[config.mk]
export PLATFORM = sky130hd
export DESIGN_NAME = pst_sequencer
export DESIGN_NICKNAME = d
export VERILOG_FILES = /design/src/rtl/pst_pkg.sv /design/src/rtl/pst_timer.sv /design/src/rtl/pst_verdict.sv /design/src/rtl/pst_gate.sv /design/src/rtl/pst_sequencer.sv
export SDC_FILE = /design/constraint.sdc
export NUM_CORES = 1
export LEC_CHECK = 0
export BUFFER_PORTS_ARGS = -buffer_cell sky130_fd_sc_hd__buf_4
export CORE_AREA = 2 2 92 94
export DETAILED_ROUTE_END_ITERATION = 12
export DIE_AREA = 0 0 94 96
export PLACE_DENSITY = 0.63
export SLEW_MARGIN = 10
export SYNTH_ARGS = -nofsm -noshare
export SYNTH_HDL_FRONTEND = slang
export SYNTH_SLANG_ARGS = --single-unit
export TNS_END_PERCENT = 10
[constraint.sdc]
create_clock -name clk -period 2.1 [get_ports clk]
set_input_delay 0.315 -clock clk [delete_from_list [all_inputs] [get_ports clk]]
set_output_delay 0.315 -clock clk [all_outputs]
set_load 0.03 [all_outputs]
[src/rtl/pst_pkg.sv]
package pst_pkg;

    typedef enum logic [2:0] {
        ST_BOOT  = 3'd0,
        ST_READ  = 3'd1,
        ST_RUN   = 3'd2,
        ST_WRITE = 3'd3,
        ST_READY = 3'd4,
        ST_ERROR = 3'd5
    } seq_state_e;

    localparam int DEF_NUM_TESTS     = 8;
    localparam int DEF_REDUCED_TESTS = 2;
    localparam int DEF_TMO_CYC       = 16;
    localparam int DEF_ERR_CYC       = 4;
    localparam int DEF_MAC_W         = 32;
    localparam int DEF_DATA_W        = 32;
    localparam int INTEGRITY_IDX     = 0;

    typedef struct packed {
        logic hit;
        logic ok;
    } verdict_t;

endpackage

[src/rtl/pst_timer.sv]
module pst_timer #(
    parameter int TMO_CYC = pst_pkg::DEF_TMO_CYC
) (
    input  logic clk,
    input  logic rst,
    input  logic clear,
    input  logic run,
    output logic expired
);
    localparam int TW = $clog2(TMO_CYC + 1);

    logic [TW-1:0] cnt;

    always_ff @(posedge clk) begin
        if (rst || clear) begin
            cnt <= '0;
        end else if (run) begin
            cnt <= cnt + TW'(1);
        end
    end

    assign expired = run && (cnt == TW'(TMO_CYC - 1));
endmodule

[src/rtl/pst_verdict.sv]
module pst_verdict #(
    parameter int NUM_TESTS = pst_pkg::DEF_NUM_TESTS,
    parameter int MAC_W     = pst_pkg::DEF_MAC_W
) (
    input  logic [NUM_TESTS-1:0]         tst_done,
    input  logic [NUM_TESTS-1:0]         tst_pass,
    input  logic [$clog2(NUM_TESTS)-1:0] idx,
    input  logic [MAC_W-1:0]             mac_calc,
    input  logic [MAC_W-1:0]             mac_ref,
    output pst_pkg::verdict_t            verdict
);
    logic [NUM_TESTS-1:0] pass_vec;
    logic                 mac_eq;

    assign mac_eq = (mac_calc == mac_ref);

    for (genvar g = 0; g < NUM_TESTS; g++) begin : g_pass
        if (g == pst_pkg::INTEGRITY_IDX) begin : g_integ
            assign pass_vec[g] = tst_pass[g] & mac_eq;
        end else begin : g_plain
            assign pass_vec[g] = tst_pass[g];
        end
    end

    assign verdict.hit = tst_done[idx];
    assign verdict.ok  = pass_vec[idx];
endmodule

[src/rtl/pst_gate.sv]
module pst_gate #(
    parameter int DATA_W = pst_pkg::DEF_DATA_W
) (
    input  logic              open,
    input  logic              in_vld,
    input  logic [DATA_W-1:0] in_data,
    output logic              out_vld,
    output logic [DATA_W-1:0] out_data
);
    assign out_vld  = open & in_vld;
    assign out_data = open ? in_data : '0;
endmodule

[src/rtl/pst_sequencer.sv]
module pst_sequencer
    import pst_pkg::*;
#(
    parameter int NUM_TESTS     = DEF_NUM_TESTS,
    parameter int REDUCED_TESTS = DEF_REDUCED_TESTS,
    parameter int TMO_CYC       = DEF_TMO_CYC,
    parameter int ERR_CYC       = DEF_ERR_CYC,
    parameter int MAC_W         = DEF_MAC_W,
    parameter int DATA_W        = DEF_DATA_W
) (
    input  logic                         clk,
    input  logic                         rst,
    input  logic                         mode_approved,
    output logic                         nv_rd_req,
    input  logic                         nv_rd_done,
    input  logic                         nv_rd_flag,
    output logic                         nv_wr_req,
    output logic                         nv_wr_val,
    input  logic                         nv_wr_done,
    output logic [NUM_TESTS-1:0]         tst_req,
    input  logic [NUM_TESTS-1:0]         tst_done,
    input  logic [NUM_TESTS-1:0]         tst_pass,
    input  logic [MAC_W-1:0]             mac_calc,
    input  logic [MAC_W-1:0]             mac_ref,
    output logic                         rst_req,
    output logic                         svc_ready,
    input  logic                         svc_din_vld,
    input  logic [DATA_W-1:0]            svc_din,
    output logic                         core_din_vld,
    output logic [DATA_W-1:0]            core_din,
    input  logic                         core_dout_vld,
    input  logic [DATA_W-1:0]            core_dout,
    output logic                         svc_dout_vld,
    output logic [DATA_W-1:0]            svc_dout,
    output logic [2:0]                   status_state,
    output logic [$clog2(NUM_TESTS)-1:0] status_fail
);
    localparam int IW = $clog2(NUM_TESTS);
    localparam int EW = $clog2(ERR_CYC + 1);
    localparam logic [IW-1:0] LAST_FULL    = IW'(NUM_TESTS - 1);
    localparam logic [IW-1:0] LAST_REDUCED = IW'(REDUCED_TESTS - 1);

    seq_state_e    state;
    logic [IW-1:0] idx;
    logic [IW-1:0] fail_q;
    logic [EW-1:0] err_cnt;
    logic          plan_full;
    logic          wr_val_q;
    logic          tmo_hit;
    logic          in_run;
    logic [IW-1:0] last_idx;
    verdict_t      vd;

    assign in_run   = (state == ST_RUN);
    assign last_idx = plan_full ? LAST_FULL : LAST_REDUCED;

    pst_verdict #(
        .NUM_TESTS(NUM_TESTS),
        .MAC_W    (MAC_W)
    ) u_verdict (
        .tst_done(tst_done),
        .tst_pass(tst_pass),
        .idx     (idx),
        .mac_calc(mac_calc),
        .mac_ref (mac_ref),
        .verdict (vd)
    );

    pst_timer #(
        .TMO_CYC(TMO_CYC)
    ) u_timer (
        .clk    (clk),
        .rst    (rst),
        .clear  (!in_run || vd.hit),
        .run    (in_run),
        .expired(tmo_hit)
    );

    always_ff @(posedge clk) begin
        if (rst) begin
            state     <= ST_BOOT;
            idx       <= '0;
            fail_q    <= '0;
            err_cnt   <= '0;
            plan_full <= 1'b1;
            wr_val_q  <= 1'b0;
        end else begin
            case (state)
                ST_BOOT: begin
                    err_cnt <= '0;
                    idx     <= '0;
                    if (mode_approved) begin
                        state <= ST_READ;
                    end else begin
                        wr_val_q <= 1'b0;
                        state    <= ST_WRITE;
                    end
                end
                ST_READ: begin
                    if (nv_rd_done) begin
                        plan_full <= !nv_rd_flag;
                        idx       <= '0;
                        state     <= ST_RUN;
                    end
                end
                ST_RUN: begin
                    if (vd.hit) begin
                        if (!vd.ok) begin
                            fail_q <= idx;
                            state  <= ST_ERROR;
                        end else if (idx == last_idx) begin
                            if (plan_full) begin
                                wr_val_q <= 1'b1;
                                state    <= ST_WRITE;
                            end else begin
                                state <= ST_READY;
                            end
                        end else begin
                            idx <= idx + IW'(1);
                        end
                    end else if (tmo_hit) begin
                        fail_q <= idx;
                        state  <= ST_ERROR;
                    end
                end
                ST_WRITE: begin
                    if (nv_wr_done) begin
                        state <= ST_READY;
                    end
                end
                ST_READY: state <= ST_READY;
                ST_ERROR: begin
                    if (err_cnt == EW'(ERR_CYC - 1)) begin
                        state <= ST_BOOT;
                    end else begin
                        err_cnt <= err_cnt + EW'(1);
                    end
                end
                default: state <= ST_BOOT;
            endcase
        end
    end

    assign nv_rd_req    = (state == ST_READ);
    assign nv_wr_req    = (state == ST_WRITE);
    assign nv_wr_val    = wr_val_q;
    assign tst_req      = in_run ? (NUM_TESTS'(1) << idx) : '0;
    assign rst_req      = (state == ST_ERROR);
    assign svc_ready    = (state == ST_READY);
    assign status_state = state;
    assign status_fail  = fail_q;

    pst_gate #(.DATA_W(DATA_W)) u_gate_in (
        .open    (svc_ready),
        .in_vld  (svc_din_vld),
        .in_data (svc_din),
        .out_vld (core_din_vld),
        .out_data(core_din)
    );

    pst_gate #(.DATA_W(DATA_W)) u_gate_out (
        .open    (svc_ready),
        .in_vld  (core_dout_vld),
        .in_data (core_dout),
        .out_vld (svc_dout_vld),
        .out_data(svc_dout)
    );
endmodule

==> Flow_metrics.wiki, run 1 <==
{| class="wikitable"
! Metric !! Value
|-
| Fraction of final layout cells sized beyond drive strength 1 || 0.530
|-
| Mapped Area || 0.00207 mm2
|-
| Power spent charging and discharging nets || 1.45 mW
|-
| Part of the total power dissipated in combinational logic || 0.758
|-
| Path type of the worst setup path || reg -> out
|-
| Post-layout utilization of the core || 0.506
|-
| Number of antenna cells inserted || 0
|-
| Cell type with the largest total area after synthesis || and3_1
|-
| Part of the cycle the worst path needs || 0.955
|-
| Placed standard-cell area || 0.00400 mm2
|-
| DR vias || 2881
|-
| Nets in the synthesized netlist || 434
|-
| IO buf count || 236
|-
| Routability Congestion || 0.775
|-
| Top cells by instance count after synthesis || and3_1 (76), xnor2_1 (29), dfxtp_1 (19), nor2_1 (19), clkbuf_1 (18)
|-
| CP Data Required Time || 1.78 ns
|-
| Maximum operating frequency || 0.499 GHz
|-
| DRC || 0
|-
| Average via count per standard cell || 4.73
|-
| Maximum capacitance violations || 0
|-
| CTS H-tree depth || 1
|-
| Worst-Skew Late Latency || 0.25 ns
|-
| Number of hold violations in the final report || 0
|-
| Per-instance average area after synthesis || 7.62 um2
|-
| Number of distinct library cells after synthesis || 43
|-
| Area enclosed by the die boundary || 0.00902 mm2
|-
| Number of sinks on the clock net || 19
|-
| Total CTS buffers || 3
|-
| Estimated wirelength of the detail-placed design || 7580 um
|-
| Critical Path Fanout Max || 12
|-
| End of the worst register-to-register path || status_fail[1]
|-
| Via count of the first global-routing pass || 2585
|-
| Post-layout minimum cycle time || 2.00 ns
|-
| Total grt overflow || 0
|-
| Kind of capture point of the worst setup path || output port
|-
| Post-synth EDFFs || 0
|-
| Y dimension of the die || 96 um
|-
| Cell Pwr Density || 719 mW/mm2
|-
| Top-count cell post-synth || and3_1
|-
| Transition time of the tightest slew-check pin || 0.406 ns
|-
| Worst Setup Slack, final || 0.0951 ns
|-
| Proportion of netlist area held by the largest area contributor || 0.229
|-
| Core area || 0.00805 mm2
|-
| Top post-synthesis cells by area || and3_1 (23%), dfxtp_1 (18%), xnor2_1 (12%)
|-
| Number of nets at the end of the flow || 667
|-
| Top-level I/O count || 237
|-
| Type of element launching the critical path || flip-flop
|-
| Detail-routed net length per standard cell || 14.4 um
|-
| Max_slew headroom || 0.729
|-
| Hold slack || 0.317 ns
|-
| TritonCTS clock tree || built
|-
| Fraction of synthesis flops using an asynchronous set or reset pin || 0
|-
| Yosys warning count || 0
|-
| Worst slack, placed || -0.0292 ns
|-
| Standby leakage power || 2.24 nW
|-
| Post-Layout Inst Area || 0.00407 mm2
|-
| CTS root buf || clkbuf_8
|-
| Clock share of power || 0.085
|-
| Number of rows in the core area || 33
|-
| Final routed wirelength across all metal layers || 8780 um
|-
| Share of power burned in registers || 0.157
|-
| Horiz. Die Dim || 94 um
|-
| Effective utilization at floorplan || 0.257
|-
| Synthesized instance count || 272
|-
| Total iterations of the first detailed-routing run || 4
|-
| Proportion of synthesized chip area in sequential cells || 0.183
|-
| ANT nets after route || 0
|-
| Switching fraction of total power || 0.496
|-
| Clock-pin slew of the registers on the worst-case setup and hold paths || 0.07 ns
|-
| Setup Fix Bufs, Post-CTS || 0
|-
| Number of filler cells placed in the layout || 801
|-
| Pins Over Slew Limit || 0
|-
| Crit path arrival time || 1.69 ns
|-
| Clock buffer depth || 2
|-
| Register bit count reported by yosys || 19
|-
| Crit. Startpoint || status_state[2]
|-
| Register-to-register path setup slack || 0.16 ns
|-
| Antenna violations before repair || 0
|-
| Reg2Reg Launch Point || idx[0]
|-
| Area Growth Syn to Fin || 96.5%
|-
| Run status || complete, no violations
|-
| DRC violation total after the first TritonRoute iteration || 145
|-
| Final-report setup violation count || 0
|-
| Maximum number of pins on one net before global-route repair || 67
|-
| Crit path capture || tst_req[0]
|-
| RSZ-0062 raised after global routing || no
|-
| Gr usage total || 0.169
|-
| Cells on worst reg2reg path || 8
|-
| Internal power summed over all cells || 1.48 mW
|-
| Maximum clock skew at final layout || 0.00310 ns
|-
| First-pass GRT wire length || 12200 um
|-
| Peak supply drop || 308 uV
|-
| Synth Flop Type || dfxtp_1
|-
| Kind of path behind the tightest hold check || in -> reg
|}
cells in the final DEF, fill, tap and decap left out, types with 2 or more instances in the layout:
| cell | n |
|---|---|
| buf_4 | 249 |
| and3_1 | 76 |
| xnor2_1 | 29 |
| nor2_1 | 19 |
| dfxtp_1 | 19 |
| a21oi_1 | 10 |
| ha_1 | 10 |
| nand2_1 | 9 |
| nand4_1 | 9 |
| inv_1 | 8 |
| xor2_1 | 5 |
| o21ai_0 | 5 |
| nand3_1 | 4 |
| and2_1 | 3 |
| mux4_2 | 3 |
| mux2i_1 | 3 |
| nor3_1 | 3 |
| nand3b_1 | 3 |
| o31ai_1 | 3 |
| clkbuf_8 | 3 |
| clkinv_1 | 2 |
| nand2b_1 | 2 |
| nor4_1 | 2 |
| o2bb2ai_1 | 2 |
layer usage:
metal	GRT usage	routed length (um)	vias to the layer above
met5	0	0	-
met4	0.0217	26	0
met3	0.0258	812	2
met2	0.341	4720	158
met1	0.189	3210	1275
li1	-	-	1446
per-stage QoR:
step,total power [mW],setup TNS [ns],cells
after floorplan,1.77,-0.332,272
after global placement,2.65,-0.0401,605
after detailed placement,2.67,-0.0730,605
after CTS,2.93,0,609
after global routing,3.13,0,609
final,2.93,0,609
repair_timing:
action / CTS / global route
setup endpoints to repair: 7 / 9
gates cloned: 0 / 0
hold buffers: 0 / 0
resized for setup: 1 / 4
pin swaps: 0 / 2
kinds of logic (layout without fill, tap and decap cells):
logic type	Yosys count	after routing	share of synthesized area
DFF	19	19	0.183
AOI/OAI and AO/OA	33	33	0.115
and+or+nand+nor	137	137	0.377
muxes	7	7	0.0525
xor gates and xnor gates	34	34	0.144
adders and majority gates	10	10	0.0604
buffers and inverters	32	264	0.0676
how the worst min path moves through the flow:
stage               depth (start not counted)  slack [ns]        endpoint           start
floorplan                                   1        0.42  u_timer.cnt[0]  u_timer.cnt[0]
global placement                            1        0.43  u_timer.cnt[0]  u_timer.cnt[0]
detailed placement                          1        0.45  u_timer.cnt[0]  u_timer.cnt[0]
CTS                                         2        0.31  status_fail[0]             rst
global route                                2        0.33  status_fail[2]             rst
finish                                      2        0.32      err_cnt[1]             rst
power by group through the flow:
stage | registers (mW) | logic, mW | clock network, mW
global placement | 0.465 | 2.19 | 0
floorplan | 0.491 | 1.28 | 0
global route | 0.470 | 2.38 | 0.276
finish | 0.460 | 2.22 | 0.250
detailed placement | 0.469 | 2.20 | 0
CTS | 0.460 | 2.21 | 0.258
final cells by class:
cell class | instances | area [um2] | share of cell area
well taps | 105 | 131 | 0.0322
repair buffers | 250 | 1890 | 0.464
clock buffers | 4 | 45.0 | 0.0111
inverters | 10 | 37.5 | 0.00921
flip-flops and latches | 19 | 380 | 0.0934
multi-input cells | 221 | 1590 | 0.390
worst max-delay path, stage by stage, from the launching register on:
cell     delay [ns]
dfxtp_1        0.37
buf_4          0.18
nor2_1         0.11
and2_1         0.39
and3_1         0.22
buf_4          0.16
sequential cells by signal (all words and copies together) (netlist names):
register and flops:
idx 3, nv_wr_val 1, u_timer.cnt 5, status_fail 3, plan_full 1, err_cnt 3
status_state 3
Note: power is estimated with default switching activity, not from simulation.
==> run 2: changes to the inputs <==
SETUP_SLACK_MARGIN = 0.1   (was unset)
==> run 2 against run 1 <==
Net effect: sequential power about the same; cell area about the same; clock skew about the same; combinational power about the same; worst hold slack worse by 0.0010 ns; highest routed layer is now met3.
==> Flow_metrics.wiki, run 2 (synthesis results as in run 1) <==
{| class="wikitable"
! Metric !! Value
|-
| Multi-input logic area || 0.00159 mm2 (about the same)
|-
| Area Growth Syn to Fin || 96.6% (about the same)
|-
| Commonest cells after routing, fill and taps aside || buf_4 (249), and3_1 (76), xnor2_1 (29), nor2_1 (19), dfxtp_1 (19)
|-
| Path type of the worst setup path || reg -> reg
|-
| TritonCTS clock tree || built
|-
| Register-to-register path setup slack || 0.16 ns (about the same)
|-
| Critical path buffers and inverters || 2 (unchanged)
|-
| Clock-pin slew of the registers on the worst-case setup and hold paths || 0.07 ns (about the same)
|-
| Routability Congestion || 0.775 (unchanged)
|-
| Worst-Skew Late Latency || 0.25 ns (about the same)
|-
| Largest Register || u_timer.cnt
|-
| First-pass GRT wire length || 12100 um (-0.22%)
|-
| Part of the total power dissipated in combinational logic || 0.758 (about the same)
|-
| Largest register FFs || 5 (unchanged)
|-
| Post-layout minimum cycle time || 1.94 ns (-0.0629 ns)
|-
| Antenna violations before repair || 0 (unchanged)
|-
| Cell Pwr Density || 718 mW/mm2 (-0.15%)
|-
| Placed standard-cell area || 0.00400 mm2 (unchanged)
|-
| Hold slack || 0.316 ns (-0.00104 ns)
|-
| Switching fraction of total power || 0.495 (-0.00106)
|-
| DR vias || 2878 (-0.10%)
|-
| Transition time of the tightest slew-check pin || 0.381 ns (-0.0249 ns)
|-
| Number of filler cells placed in the layout || 802 (+0.12%)
|-
| IO buf count || 236 (unchanged)
|-
| Hold depth || 2 (unchanged)
|-
| Hold buffer count at cts || 0 (unchanged)
|-
| Total CTS buffers || 3 (unchanged)
|-
| Worst Hold End || err_cnt[1]
|-
| Average via count per standard cell || 4.73 (-0.10%)
|-
| Post-route non-filler standard cell count || 609 (unchanged)
|-
| Setup Fix Bufs, Post-CTS || 0 (unchanged)
|-
| Core area || 0.00805 mm2 (unchanged)
|-
| Kind of path behind the tightest hold check || in -> reg
|-
| Number of sinks on the clock net || 19 (unchanged)
|-
| Final routed wirelength across all metal layers || 8780 um (about the same)
|-
| Clock buffer depth || 2 (unchanged)
|-
| Pins Over Slew Limit || 0 (unchanged)
|-
| Standby leakage power || 2.24 nW (about the same)
|-
| Share of power burned in registers || 0.157 (about the same)
|-
| Crit path top cell by count || buf_4
|-
| End of the worst register-to-register path || status_fail[1]
|-
| Crit path cell chain || buf_4, mux4_2, nand2_1, and2_4, a21oi_4, buf_4, o31ai_1, a21oi_1
|-
| Total grt overflow || 0 (unchanged)
|-
| Number of hold violations in the final report || 0 (unchanged)
|-
| Maximum capacitance violations || 0 (unchanged)
|-
| Top-level I/O count || 237 (unchanged)
|-
| Final-report setup violation count || 0 (unchanged)
|-
| ANT nets after route || 0 (unchanged)
|-
| Reg2Reg Launch Point || idx[0]
|-
| Horiz. Die Dim || 94 um (unchanged)
|-
| Gr usage total || 0.168 (-0.000495)
|-
| Leading cell type in the layout, fill and taps excluded || buf_4
|-
| Number of nets at the end of the flow || 667 (unchanged)
|-
| Type of element launching the critical path || flip-flop
|-
| Y dimension of the die || 96 um (unchanged)
|-
| Maximum clock skew at final layout || 0.00286 ns (-0.000240 ns)
|-
| Number of rows in the core area || 33 (unchanged)
|-
| Run status || complete, no violations
|-
| Maximum number of pins on one net before global-route repair || 67 (unchanged)
|-
| Peak supply drop || 304 uV (-1.2%)
|-
| CP Data Required Time || 2.24 ns (+0.46 ns)
|-
| Power spent charging and discharging nets || 1.45 mW (-0.33%)
|-
| Register cell area after layout || 380 um2 (unchanged)
|-
| Via count of the first global-routing pass || 2581 (-0.15%)
|-
| Clock share of power || 0.085 (about the same)
|-
| Count of cell instances traversed by the critical path || 8 (+3)
|-
| RSZ-0062 raised after global routing || yes
|-
| Critical path's largest stage delay || 0.49 ns (+0.10 ns)
|-
| Number of antenna cells inserted || 0 (unchanged)
|-
| Number of cells after detailed placement || 605 (unchanged)
|-
| CTS root buf || clkbuf_8
|-
| Beginning of the worst hold path || rst
|-
| Maximum operating frequency || 0.515 GHz (+3.2%)
|-
| Cells on worst reg2reg path || 8 (unchanged)
|-
| Max_slew headroom || 0.745 (+0.0162)
|-
| Kind of capture point of the worst setup path || flip-flop
|-
| DRC || 0 (unchanged)
|-
| Family of cells with the greatest summed delay on the critical path || multiplexers
|-
| Post-Layout Inst Area || 0.00408 mm2 (about the same)
|-
| Detail-routed net length per standard cell || 14.4 um (about the same)
|-
| Effective utilization at floorplan || 0.257 (unchanged)
|-
| Fraction of final layout cells sized beyond drive strength 1 || 0.532 (+0.00198)
|-
| Critical Path Fanout Max || 6 (-6)
|-
| CTS H-tree depth || 1 (unchanged)
|-
| Crit path arrival time || 2.08 ns (+0.39 ns)
|-
| Part of the cycle the worst path needs || 0.925 (-0.0300)
|-
| Total iterations of the first detailed-routing run || 4 (unchanged)
|-
| Estimated wirelength of the detail-placed design || 7580 um (unchanged)
|-
| DRC violation total after the first TritonRoute iteration || 144 (-0.69%)
|-
| Internal power summed over all cells || 1.48 mW (about the same)
|-
| Area enclosed by the die boundary || 0.00902 mm2 (unchanged)
|-
| Crit-path slowest cell || mux4_2
|}
==> run 2: cell counts in the layout (fill, tap and decap cells not counted) <==
No cell type changed its count.
==> run 2: worst max-delay path by stage <==
| stage | startpoint | endpoint |
|---|---|---|
| after floorplan | status_state[2] | core_din[0] |
| after global placement | mac_ref[6] | status_state[2] |
| after detailed placement | idx[0] | status_state[2] |
| after CTS | err_cnt[0] | status_state[1] |
| after global routing | idx[0] | tst_req[6] |
| final | idx[0] | status_fail[1] |
==> run 2: layout make-up <==
class,count,area share
timing repair buffer,250,0.464
multi-input combinational,221,0.391
sequential,19,0.0933
tap,105,0.0322
clock buffer,4,0.0111
inverter,10,0.00921
==> run 2: power groups by stage <==
stage	Combinational [mW]	Clock, mW	Sequential (mW)
final	2.22	0.249	0.459
after global routing	2.38	0.276	0.471
after CTS	2.21	0.258	0.460
after detailed placement	2.20	0	0.469
after global placement	2.19	0	0.465
after floorplan	1.28	0	0.491
==> run 2: per-layer routing <==
metal  track usage  part of all wire
met5             0                 0
met4        0.0217                 0
met3        0.0258             0.093
met2         0.341              0.54
met1         0.187              0.37
==> run 2: worst register-to-register path: stages, from the launching register on <==
cell and delay, ns:
dfxtp_1 0.34, buf_4 0.14, mux4_2 0.49, nand2_1 0.15, and2_4 0.19, a21oi_4 0.05
buf_4 0.15, o31ai_1 0.23, a21oi_1 0.09
==> run 2: what timing repair did <==
action,CTS,global route
setup endpoints to repair,10,13
gates resized for setup,3,3
pin swaps,2,0
==> run 2: per-stage QoR <==
stage	setup slack (ns)	power [mW]	utilization	setup TNS, ns
global placement	-0.0179	2.65	0.497	-0.0401
detailed placement	-0.0292	2.67	0.497	-0.0730
global route	0.0436	3.13	0.506	0
finish	0.158	2.93	0.506	0
floorplan	-0.0364	1.77	-	-0.332
CTS	0.0770	2.93	0.505	0
==> run 3: changes to the inputs <==
ABC_AREA = 1   (was unset)
CORE_AREA = unset   (was 2 2 92 94)
CORE_ASPECT_RATIO = 0.9   (was unset)
CORE_MARGIN = 1.5   (was unset)
CORE_UTILIZATION = 30   (was unset)
CTS_CLUSTER_SIZE = 8   (was unset)
DIE_AREA = unset   (was 0 0 94 96)
PLACE_DENSITY = 0.66   (was 0.63)
==> run 3 against run 2 <==
Net effect: flip-flop and latch count unchanged; clock skew decreased by 0.0021 ns; final cell count is 34% higher; via count increased by 20%; worst hold slack got worse by 0.063 ns; combinational power grew 8%; setup slack improved by 0.031 ns; die area down 1.8%; sequential share of layout area down 1.1 points; power up 7.3%.
==> Flow_metrics.wiki, run 3 <==
{| class="wikitable"
! Metric !! Value
|-
| Run status || complete, no violations
|-
| Detail-routed net length per standard cell || 11.9 um (-18%)
|-
| Path type of the worst setup path || reg -> out
|-
| Leading cell type in the layout, fill and taps excluded || buf_4
|-
| Proportion of synthesized chip area in sequential cells || 0.153 (-0.0309)
|-
| Commonest cells after routing, fill and taps aside || buf_4 (243), inv_1 (126), nand2_1 (94), nor2_1 (83), nor2_2 (31)
|-
| Standby leakage power || 2.78 nW (+24%)
|-
| First-pass GRT wire length || 14400 um (+18%)
|-
| DRC violation total after the first TritonRoute iteration || 86 (-40%)
|-
| Most Used Layer, Global Route || met2
|-
| Final setup TNS || 0 ns (unchanged)
|-
| Transition time of the tightest slew-check pin || 0.381 ns (-0.000496 ns)
|-
| IO buf count || 236 (unchanged)
|-
| Post-synth EDFFs || 0 (unchanged)
|-
| Nets in the synthesized netlist || 643 (+48%)
|-
| Final routed wirelength across all metal layers || 9700 um (+10%)
|-
| Y dimension of the die || 89.5 um (-6.8%)
|-
| Fraction of synthesis flops using an asynchronous set or reset pin || 0 (unchanged)
|-
| Total grt overflow || 0 (unchanged)
|-
| Post-layout minimum cycle time || 1.91 ns (-0.0306 ns)
|-
| Fraction of final layout cells sized beyond drive strength 1 || 0.452 (-0.0799)
|-
| Clock buffer depth || 2 (unchanged)
|-
| Synth Flop Type || dfxtp_1
|-
| Routability Congestion || 0.844 (+8.9%)
|-
| Synthesized instance count || 481 (+77%)
|-
| Yosys warning count || 0 (unchanged)
|-
| Estimated wirelength of the detail-placed design || 8340 um (+9.9%)
|-
| Clock-pin slew of the registers on the worst-case setup and hold paths || 0.07 ns (about the same)
|-
| Number of hold violations in the final report || 0 (unchanged)
|-
| DRC || 0 (unchanged)
|-
| Worst slack, placed || 0.288 ns (+0.317 ns)
|-
| Proportion of netlist area held by the largest area contributor || 0.191 (-0.0381)
|-
| ANT nets after route || 0 (unchanged)
|-
| Maximum number of pins on one net before global-route repair || 67 (unchanged)
|-
| Crit path cell chain || nor2_1, inv_1, nor2_4, clkinv_2, clkbuf_16, nor2_2, buf_4
|-
| Maximum capacitance violations || 0 (unchanged)
|-
| Register bit count reported by yosys || 19 (unchanged)
|-
| Number of distinct library cells after synthesis || 42 (-2.3%)
|-
| Top-count cell post-synth || inv_1
|-
| Largest Register || u_timer.cnt
|-
| Hold buffer count at cts || 0 (unchanged)
|-
| Top-level I/O count || 237 (unchanged)
|-
| Gr usage total || 0.199 (+0.0310)
|-
| Area enclosed by the die boundary || 0.00886 mm2 (-1.8%)
|-
| Type of element launching the critical path || flip-flop
|-
| Core area || 0.00807 mm2 (+0.20%)
|-
| CTS H-tree depth || 1 (unchanged)
|-
| Area Growth Syn to Fin || 86.4%
|-
| Final-report setup violation count || 0 (unchanged)
|-
| Mapped Area || 0.00249 mm2 (+20%)
|-
| Average via count per standard cell || 4.22 (-11%)
|-
| Worst-Skew Late Latency || 0.25 ns (about the same)
|-
| Effective utilization at floorplan || 0.309 (+0.0514)
|-
| Crit path arrival time || 1.60 ns (-0.48 ns)
|-
| Critical path's largest stage delay || 0.37 ns (-0.12 ns)
|-
| Kind of path behind the tightest hold check || in -> reg
|-
| Horiz. Die Dim || 99.1 um (+5.4%)
|-
| Per-instance average area after synthesis || 5.18 um2 (-32%)
|-
| Pins Over Slew Limit || 0 (unchanged)
|-
| Max_slew headroom || 0.744 (-0.00128)
|-
| Maximum clock skew at final layout || 0.000799 ns (-0.00206 ns)
|-
| Total CTS buffers || 3 (unchanged)
|-
| Number of nets at the end of the flow || 880 (+32%)
|-
| Cells on worst reg2reg path || 9 (+1)
|-
| Maximum operating frequency || 0.523 GHz (+1.6%)
|-
| Number of rows in the core area || 31 (-6.1%)
|-
| Cell type with the largest total area after synthesis || inv_1
|-
| Met1 demand-to-capacity share in global routing || 0.234 (+0.0468)
|-
| Worst Setup Slack, final || 0.189 ns (+0.0306 ns)
|-
| Hold depth || 2 (unchanged)
|-
| Crit-path slowest cell || dfxtp_2
|-
| Number of antenna cells inserted || 0 (unchanged)
|-
| Global routing met3 resource utilization || 0.0258 (-0.0000404)
|-
| Via count of the first global-routing pass || 3022 (+17%)
|-
| Top cells by instance count after synthesis || inv_1 (127), nor2_1 (124), nand2_1 (94)
|-
| Peak supply drop || 562 uV (+85%)
|-
| TritonCTS clock tree || built
|-
| CTS root buf || clkbuf_8
|-
| Antenna violations before repair || 0 (unchanged)
|-
| Top post-synthesis cells by area || inv_1 (19%), nor2_1 (19%), dfxtp_1 (15%)
|-
| Number of sinks on the clock net || 19 (unchanged)
|-
| Largest register FFs || 5 (unchanged)
|-
| CP Data Required Time || 1.78 ns (-0.46 ns)
|-
| Total iterations of the first detailed-routing run || 4 (unchanged)
|-
| Part of the cycle the worst path needs || 0.910 (-0.0145)
|-
| Kind of capture point of the worst setup path || output port
|-
| Cell Pwr Density || 676 mW/mm2 (-5.9%)
|-
| DR vias || 3446 (+20%)
|-
| Critical Path Fanout Max || 33 (+27)
|-
| RSZ-0062 raised after global routing || yes
|-
| GR Util met2 || 0.389 (+0.0483)
|}
## run 3: layer usage
| metal | vias up | wire length (um) |
|---|---|---|
| met5 | - | 0 |
| met4 | 0 | 159 |
| met3 | 16 | 523 |
| met2 | 107 | 5090 |
| met1 | 1471 | 3920 |
| li1 | 1852 | - |
## run 3: path summary, 6_finish.rpt
kind | start | to | slack [ns]
worst max-delay path | status_state[0] | svc_dout[17] | 0.19
worst min-delay path | nv_rd_flag | plan_full | 0.25
worst max register to register | idx[0] | idx[0] | 0.31
worst min register to register | u_timer.cnt[0] | u_timer.cnt[0] | 0.46
## run 3: timing repair
action,4_1_cts,5_1_grt
pin swaps,0,1
resized for setup,1,4
gates cloned,0,1
endpoints found under the setup margin,4,33
buffers inserted,0,4
## run 3: area by class of cell
cell class | count | area [um2]
clock buffer | 4 | 45.0
timing repair buffer | 245 | 1880
sequential | 19 | 384
tap | 99 | 124
inverter | 139 | 528
multi-input combinational | 310 | 1690
fill | 812 | 3420
## run 3: critical path: cells and delay by family, from the launching register on
family        cells  cell delay (ns)
flops             1             0.37
simple gates      3             0.31
buf+inv           4             0.65
## run 3: power by group
group	internal [mW]	total (mW)	switching [mW]
combinational	0.920	2.40	1.48
sequential	0.422	0.494	0.0720
clock	0.135	0.250	0.116
total	1.48	3.14	1.66
## run 3: metrics by stage
| stage | instances | power, mW | cell area, um2 | hold WS [ns] | util |
|---|---|---|---|---|---|
| final | 816 | 3.14 | 4650 | 0.252 | 0.576 |
| after global routing | 816 | 3.38 | 4650 | 0.270 | 0.576 |
| after global placement | 807 | 2.79 | 4530 | 0.436 | 0.562 |
| after floorplan | 481 | 1.96 | 2660 | 0.418 | - |
| after detailed placement | 807 | 2.81 | 4530 | 0.447 | 0.562 |
| after CTS | 811 | 3.06 | 4580 | 0.252 | 0.567 |
## run 3: cell families after synthesis
kind of cell	Yosys count	share of synthesized area
adder cells (fa/ha/maj)	10	0.0502
XOR/XNOR	9	0.0316
buffers and inverters	152	0.237
flip-flops	19	0.153
AND/OR/NAND/NOR	254	0.437
AO/OA/AOI/OAI	37	0.0919
